**src/rtl/scanline_pkg.sv**
```systemverilog
package scanline_pkg;

    localparam int DATA_W      = 16;
    localparam int SCROLL_W    = 10;
    localparam int RASTER_W    = 10;
    localparam int RASTER_BASE = 64;
    localparam int LEAD_EXTRA  = 6;
    localparam int NUM_SRC     = 2;

    typedef enum logic [1:0] {
        SEL_CTRL    = 2'd0,
        SEL_RASTER  = 2'd1,
        SEL_VSCROLL = 2'd2,
        SEL_HSCROLL = 2'd3
    } reg_sel_e;

    typedef struct packed {
        logic vbl_irq_en;
        logic ras_irq_en;
        logic spr_en;
        logic bg_en;
    } ctrl_t;

    typedef struct packed {
        logic spr_en;
        logic bg_en;
    } layer_t;

    typedef struct packed {
        logic vbl;
        logic ras;
    } irq_vec_t;

    typedef struct packed {
        logic ctrl;
        logic hscroll;
        logic vscroll;
    } strobe_t;

    function automatic int copy_lead(input int pipe_depth);
        return pipe_depth + LEAD_EXTRA;
    endfunction

endpackage

```
**src/rtl/scan_counter.sv**
```systemverilog
module scan_counter
    import scanline_pkg::*;
#(
    parameter int H_TOTAL      = 80,
    parameter int H_DISP_START = 40,
    parameter int H_DISP_WIDTH = 32,
    parameter int V_TOTAL      = 12,
    parameter int V_DISP_START = 2,
    parameter int V_DISP_LINES = 8,
    parameter int PIPE_DEPTH   = 16,
    parameter int HW           = 7,
    parameter int VW           = 4
) (
    input  logic                clk,
    input  logic                rst,
    output logic [HW-1:0]       h_cnt,
    output logic [VW-1:0]       v_cnt,
    output logic                line_start,
    output logic                vbl_line,
    output logic                disp_active,
    output logic [RASTER_W-1:0] ras_next,
    output strobe_t             strobe
);

    localparam int FIRST_COPY = H_DISP_START - copy_lead(PIPE_DEPTH);
    localparam int VBL_ROW    = V_DISP_START + V_DISP_LINES;

    logic          h_last;
    logic          v_last;
    logic [VW-1:0] v_next;
    logic [2:0]    strobe_bits;

    assign h_last = (h_cnt == HW'(H_TOTAL - 1));
    assign v_last = (v_cnt == VW'(V_TOTAL - 1));

    always_ff @(posedge clk) begin
        if (rst) begin
            h_cnt <= '0;
            v_cnt <= '0;
        end else if (h_last) begin
            h_cnt <= '0;
            v_cnt <= v_last ? '0 : v_cnt + VW'(1);
        end else begin
            h_cnt <= h_cnt + HW'(1);
        end
    end

    for (genvar gi = 0; gi < 3; gi++) begin : g_strobe
        assign strobe_bits[gi] = (h_cnt == HW'(FIRST_COPY + gi));
    end
    assign strobe = strobe_t'(strobe_bits);

    assign v_next     = v_last ? '0 : v_cnt + VW'(1);
    assign ras_next   = RASTER_W'(v_next) + RASTER_W'(RASTER_BASE) - RASTER_W'(V_DISP_START);
    assign line_start = (h_cnt == '0);
    assign vbl_line   = (v_cnt == VW'(VBL_ROW));

    assign disp_active = (h_cnt >= HW'(H_DISP_START))
                      && (h_cnt <  HW'(H_DISP_START + H_DISP_WIDTH))
                      && (v_cnt >= VW'(V_DISP_START))
                      && (v_cnt <  VW'(VBL_ROW));

endmodule

```
**src/rtl/reg_port.sv**
```systemverilog
module reg_port
    import scanline_pkg::*;
(
    input  logic                clk,
    input  logic                rst,
    input  logic                wr_en,
    input  logic                rd_en,
    input  logic [1:0]          addr,
    input  logic [DATA_W-1:0]   wdata,
    input  irq_vec_t            status,
    output ctrl_t               ctrl,
    output logic [RASTER_W-1:0] ras_cmp,
    output logic [SCROLL_W-1:0] fwd_vscroll,
    output logic [SCROLL_W-1:0] fwd_hscroll,
    output layer_t              fwd_layer,
    output logic                status_clr,
    output logic [DATA_W-1:0]   rdata
);

    reg_sel_e            sel;
    logic [3:0]          wr_hit;
    logic [SCROLL_W-1:0] vs_q;
    logic [SCROLL_W-1:0] hs_q;
    ctrl_t               wr_ctrl;
    logic                unused_wdata_hi;

    assign sel     = reg_sel_e'(addr);
    assign wr_ctrl = ctrl_t'(wdata[3:0]);
    assign unused_wdata_hi = ^wdata[DATA_W-1:SCROLL_W];

    for (genvar gi = 0; gi < 4; gi++) begin : g_dec
        assign wr_hit[gi] = wr_en && (addr == 2'(gi));
    end

    always_ff @(posedge clk) begin
        if (rst) begin
            ctrl    <= '0;
            ras_cmp <= '0;
            vs_q    <= '0;
            hs_q    <= '0;
        end else begin
            if (wr_hit[SEL_CTRL])    ctrl    <= wr_ctrl;
            if (wr_hit[SEL_RASTER])  ras_cmp <= wdata[RASTER_W-1:0];
            if (wr_hit[SEL_VSCROLL]) vs_q    <= wdata[SCROLL_W-1:0];
            if (wr_hit[SEL_HSCROLL]) hs_q    <= wdata[SCROLL_W-1:0];
        end
    end

    // Same-cycle write data goes past the register so a strobe in this cycle sees it.
    assign fwd_vscroll = wr_hit[SEL_VSCROLL] ? wdata[SCROLL_W-1:0] : vs_q;
    assign fwd_hscroll = wr_hit[SEL_HSCROLL] ? wdata[SCROLL_W-1:0] : hs_q;
    assign fwd_layer   = wr_hit[SEL_CTRL] ? layer_t'({wr_ctrl.spr_en, wr_ctrl.bg_en})
                                          : layer_t'({ctrl.spr_en, ctrl.bg_en});

    assign status_clr = rd_en && (sel == SEL_CTRL);

    always_comb begin
        unique case (sel)
            SEL_CTRL:    rdata = {{(DATA_W-NUM_SRC){1'b0}}, status};
            SEL_RASTER:  rdata = {{(DATA_W-RASTER_W){1'b0}}, ras_cmp};
            SEL_VSCROLL: rdata = {{(DATA_W-SCROLL_W){1'b0}}, vs_q};
            default:     rdata = {{(DATA_W-SCROLL_W){1'b0}}, hs_q};
        endcase
    end

endmodule

```
**src/rtl/scroll_shadow.sv**
```systemverilog
module scroll_shadow
    import scanline_pkg::*;
(
    input  logic                clk,
    input  logic                rst,
    input  strobe_t             strobe,
    input  logic [SCROLL_W-1:0] fwd_vscroll,
    input  logic [SCROLL_W-1:0] fwd_hscroll,
    input  layer_t              fwd_layer,
    output logic [SCROLL_W-1:0] vscroll_sh,
    output logic [SCROLL_W-1:0] hscroll_sh,
    output layer_t              layer_sh
);

    always_ff @(posedge clk) begin
        if (rst) begin
            vscroll_sh <= '0;
            hscroll_sh <= '0;
            layer_sh   <= '0;
        end else begin
            if (strobe.vscroll) vscroll_sh <= fwd_vscroll;
            if (strobe.hscroll) hscroll_sh <= fwd_hscroll;
            if (strobe.ctrl)    layer_sh   <= fwd_layer;
        end
    end

endmodule

```
**src/rtl/raster_irq.sv**
```systemverilog
module raster_irq
    import scanline_pkg::*;
(
    input  logic                clk,
    input  logic                rst,
    input  logic                line_start,
    input  logic                vbl_line,
    input  logic [RASTER_W-1:0] ras_next,
    input  ctrl_t               ctrl,
    input  logic [RASTER_W-1:0] ras_cmp,
    input  logic                clr,
    output irq_vec_t            flags,
    output logic                irq
);

    irq_vec_t           src;
    logic [NUM_SRC-1:0] flag_q;

    assign src.ras = line_start && ctrl.ras_irq_en && (ras_next == ras_cmp);
    assign src.vbl = line_start && ctrl.vbl_irq_en && vbl_line;

    for (genvar gi = 0; gi < NUM_SRC; gi++) begin : g_flag
        always_ff @(posedge clk) begin
            if (rst) flag_q[gi] <= 1'b0;
            else     flag_q[gi] <= (flag_q[gi] && !clr) || src[gi];
        end
    end

    assign flags = irq_vec_t'(flag_q);
    assign irq   = |flag_q;

endmodule

```
**src/rtl/scanline_unit.sv**
```systemverilog
module scanline_unit
    import scanline_pkg::*;
#(
    parameter int H_TOTAL      = 80,
    parameter int H_DISP_START = 40,
    parameter int H_DISP_WIDTH = 32,
    parameter int V_TOTAL      = 12,
    parameter int V_DISP_START = 2,
    parameter int V_DISP_LINES = 8,
    parameter int PIPE_DEPTH   = 16,
    localparam int HW          = $clog2(H_TOTAL),
    localparam int VW          = $clog2(V_TOTAL)
) (
    input  logic                clk,
    input  logic                rst,
    input  logic                wr_en,
    input  logic                rd_en,
    input  logic [1:0]          addr,
    input  logic [DATA_W-1:0]   wdata,
    output logic [DATA_W-1:0]   rdata,
    output logic                irq,
    output logic [HW-1:0]       h_pos,
    output logic [VW-1:0]       v_pos,
    output logic                disp_active,
    output logic [SCROLL_W-1:0] vscroll_sh,
    output logic [SCROLL_W-1:0] hscroll_sh,
    output logic                bg_en_sh,
    output logic                spr_en_sh
);

    logic                line_start;
    logic                vbl_line;
    logic [RASTER_W-1:0] ras_next;
    strobe_t             strobe;
    ctrl_t               ctrl;
    logic [RASTER_W-1:0] ras_cmp;
    logic [SCROLL_W-1:0] fwd_vscroll;
    logic [SCROLL_W-1:0] fwd_hscroll;
    layer_t              fwd_layer;
    layer_t              layer_sh;
    logic                status_clr;
    irq_vec_t            flags;

    scan_counter #(
        .H_TOTAL(H_TOTAL), .H_DISP_START(H_DISP_START), .H_DISP_WIDTH(H_DISP_WIDTH),
        .V_TOTAL(V_TOTAL), .V_DISP_START(V_DISP_START), .V_DISP_LINES(V_DISP_LINES),
        .PIPE_DEPTH(PIPE_DEPTH), .HW(HW), .VW(VW)
    ) u_cnt (
        .clk(clk), .rst(rst), .h_cnt(h_pos), .v_cnt(v_pos),
        .line_start(line_start), .vbl_line(vbl_line), .disp_active(disp_active),
        .ras_next(ras_next), .strobe(strobe)
    );

    reg_port u_regs (
        .clk(clk), .rst(rst), .wr_en(wr_en), .rd_en(rd_en), .addr(addr), .wdata(wdata),
        .status(flags), .ctrl(ctrl), .ras_cmp(ras_cmp),
        .fwd_vscroll(fwd_vscroll), .fwd_hscroll(fwd_hscroll), .fwd_layer(fwd_layer),
        .status_clr(status_clr), .rdata(rdata)
    );

    scroll_shadow u_shadow (
        .clk(clk), .rst(rst), .strobe(strobe),
        .fwd_vscroll(fwd_vscroll), .fwd_hscroll(fwd_hscroll), .fwd_layer(fwd_layer),
        .vscroll_sh(vscroll_sh), .hscroll_sh(hscroll_sh), .layer_sh(layer_sh)
    );

    raster_irq u_irq (
        .clk(clk), .rst(rst), .line_start(line_start), .vbl_line(vbl_line),
        .ras_next(ras_next), .ctrl(ctrl), .ras_cmp(ras_cmp), .clr(status_clr),
        .flags(flags), .irq(irq)
    );

    assign bg_en_sh  = layer_sh.bg_en;
    assign spr_en_sh = layer_sh.spr_en;

endmodule

```
**config.mk**
```make
export PLATFORM = sky130hd
export DESIGN_NAME = scanline_unit
export DESIGN_NICKNAME = d
export VERILOG_FILES = /design/src/rtl/scanline_pkg.sv /design/src/rtl/scan_counter.sv /design/src/rtl/reg_port.sv /design/src/rtl/scroll_shadow.sv /design/src/rtl/raster_irq.sv /design/src/rtl/scanline_unit.sv
export SDC_FILE = /design/constraint.sdc
export NUM_CORES = 1
export LEC_CHECK = 0
export BUFFER_PORTS_ARGS = -buffer_cell sky130_fd_sc_hd__buf_2
export CAP_MARGIN = 5
export CORE_MARGIN = 2
export CORE_UTILIZATION = 45
export DETAILED_ROUTE_END_ITERATION = 10
export GPL_TIMING_DRIVEN = 0
export PLACE_DENSITY = 0.69
export SYNTH_ARGS = -nofsm -noshare
export SYNTH_HDL_FRONTEND = slang
export SYNTH_SLANG_ARGS = --single-unit
```
**constraint.sdc**
```tcl
create_clock -name clk -period 2.6 [get_ports clk]
set_input_delay 0.52 -clock clk [delete_from_list [all_inputs] [get_ports clk]]
set_output_delay 0.52 -clock clk [all_outputs]
set_load 0.05 [all_outputs]
```
==> flow_summary.toml <==
[status]
outcome = "finished, final reports clean"

[synthesis]
syn_inst = 339
synthArstFlopShare_pct = 0
ys_types = 41
yosys-top-cells-area = "dfxtp_1 (45%), nor2_1 (8.9%), mux2i_1 (8.8%)"
synth_top_area_cell = "dfxtp_1"
yosys.area.top_type_share_pct = 44.7
synth.most_common_cell = "nor2_1"
seq_area_frac_synth_pct = 44.7
synth_area_sq_um = 3090
synthFlopType = "dfxtp_1"
synth_edf_count = 0
yosysWarnings = 0
postSynthAreaPerCell_sq_um = 9.11
synth-seq-cells = 69
synth_common_cells = "nor2_1 (73), dfxtp_1 (69), mux2i_1 (27), a21oi_1 (25), clkbuf_1 (17)"

[cells_and_area]
n_fill_cell = 627
seqCellArea_sq_um = 1380
final_util_pct = 55.4
multiInputGateArea_sq_um = 1570
n_antenna_cell = 0
fin_nets = 441
area_growth_pct = 20.6
drive_gt1_share_pct = 24.9
finalNonFillerCells = 498

[sta]
period_share_pct = 93.8
grt_setup_unrepaired = "false"
holdWs_ps = 456
worst_pin_slew_ps = 801
min_period_ps = 2440
setup_slack_ps = 161
fin_skew_ps = 6.06
max_clock_freq_mhz = 410
slew_headroom_pct = 46.6
finalHoldViolations = 0
drv_slew = 0
final-setup-viol-count = 0

[worst_setup_path]
timing.critical_path.buf_inv = 3
required_ps = 2080
r2r_start = "u_cnt.v_cnt[0]"
cp.arrival_ps = 1920
cp-start-kind = "input port"
path_cells = "buf_2, nor2b_1, clkbuf_1, a22o_1, buf_2"
critPathKind = "input port to output port"
path_delay_family = "buffers and inverters"
end_kind = "output port"
startpoint = "addr[0]"
cpPeakStageDelay_ps = 380
critPathMaxFanout = 15
crit_top_cell = "buf_2"
critical-path-slowest-cell = "clkbuf_1"

[power]
pwr-share-seq_pct = 47.9
combPwrFrac_pct = 9.2
power_density_nw_per_um2 = 613
switching_power_uw = 573
p_leak_nw = 1.68
p_clk_share_pct = 42.8
max-vdd-ir-drop_mv = 0.369
p_sw_share_pct = 25.1
p_int_mw = 1.71

[global_route]
track_usage_pct = 20.5
grt_pass1_vias = 2367
grt_first_pass_wirelength_um = 11600
antenna_found_initial = 0
grt_max_degree = 13
overflow = 0

[clocking]
clk_latency_ps = 340
clkTransAtPathRegs_ps = 70
cts_tree = "done"
cts_buffers = 9
cts.root.buffer_cell = "clkbuf_8"
ctsLongestPathBuffers = 2
post_cts_buffers = 0
htree_levels = 3
cts_sinks = 69

[route]
avgRoutedWirePerCell_um = 14.7
wl_um = 7340
final_antenna_net_count = 0
first_iter_violations = 90
drt_pass1_iterations = 4
vias = 2553
viasPerCell = 5.13
drcViolationCount = 0

[floorplan]
die_h_um = 86.8
ios = 73
start_util_pct = 46.0
die-area_sq_um = 7540
rows = 30
die_x_um = 86.8
core_area_sq_um = 6720

[place]
dp_hpwl_um = 5400
dpl_worst_slack_ps = 2.26
io_buffers = 59
dp_cells = 483
gp_congestion = 0.839

[job]
maxCapViolCount = 0

[hold_path]
min_path_type = "input port to flop"
holdCritStartpoint = "wdata[6]"
[worst reg2reg max path: cells and delay by family (launching register included)]
kind                       cells  cell delay, ps
and+or+nand+nor                1             510
AOI/OAI and AO/OA              2             440
DFF                            1             490
adders and majority gates      2             640
buffers and inverters          1              90
[cell families after synthesis]
| kind of cell | synth area share (%) |
|---|---|
| and+or+nand+nor | 19.1 |
| DFF | 44.7 |
| AOI/OAI and AO/OA | 13.0 |
| muxes | 13.1 |
| buffers and inverters | 4.94 |
| xor gates and xnor gates | 2.55 |
| adders and majority gates | 2.43 |
| other | 0.121 |
[cell usage in the layout, fill, tap and decap left out, types with 3 or more instances in the layout]
master,synthesis,final
buf_4,7,7
nand4_1,3,3
dfxtp_1,69,69
conb_1,1,6
ha_1,6,6
nor2b_1,6,6
a211oi_1,13,13
nor2_1,73,73
inv_1,6,6
mux2_2,8,8
nand3_1,13,13
mux2i_1,27,27
a22o_1,8,8
xor2_1,3,3
buf_2,2,61
clkbuf_1,17,15
nand2_1,14,14
a21oi_1,25,25
xnor2_1,6,6
clkbuf_8,0,10
nand3b_1,3,3
o21ai_0,3,3
[final cells by class]
| cell class | instances | area share [%] |
|---|---|---|
| flip-flops and latches | 69 | 37.1 |
| clock inverters | 6 | 2.32 |
| inverters | 6 | 0.605 |
| multi-input cells | 242 | 42.2 |
| plain buffers | 26 | 3.43 |
| repair buffers | 59 | 7.93 |
| clock buffers | 10 | 3.70 |
| well taps | 80 | 2.69 |
[path summary, 6_finish.rpt]
kind	end	depth (start not counted)	slack, ps
setup / recovery	rdata[9]	5	160
hold / removal	u_regs.ras_cmp[6]	3	460
setup reg to reg	u_irq.flags[0]	6	330
hold reg to reg	u_regs.ras_cmp[9]	2	470
[registers in the layout, summed over array words and instances, names as in the netlist]
name	count
u_regs.hs_q	10
u_shadow.layer_sh	2
u_regs.ctrl	4
u_regs.ras_cmp	10
u_shadow.vscroll_sh	10
u_cnt.h_cnt	7
u_irq.flags	2
u_cnt.v_cnt	4
u_regs.vs_q	10
u_shadow.hscroll_sh	10
[per-layer routing]
metal,vias up,GRT usage (%),part of all wire (%)
met5,-,0,0
met4,0,9.09,1.5
met3,7,4.38,4.4
met2,63,31.8,47
met1,1173,27.3,47
li1,1310,-,-
[through the flow]
stage	area (sq um)	setup TNS [ps]	total power, mW
final	3720	0	2.28
after global routing	3720	0	2.36
after CTS	3730	0	2.29
after detailed placement	3500	0	1.33
after global placement	3500	-5.96	1.33
after floorplan	3110	0	1.27
[power by group through the flow]
stage	sequential, mW	combinational (mW)	clock (mW)
finish	1.09	0.211	0.977
floorplan	1.13	0.140	0
CTS	1.09	0.213	0.987
global placement	1.12	0.210	0
detailed placement	1.12	0.212	0
global route	1.10	0.229	1.04
[what timing repair did]
item,in CTS,in global routing
resized for setup,0,2
endpoints found under the setup margin,0,2
hold buffers,0,0
endpoints found under the hold margin,0,0
(Power assumes the default switching activity.)
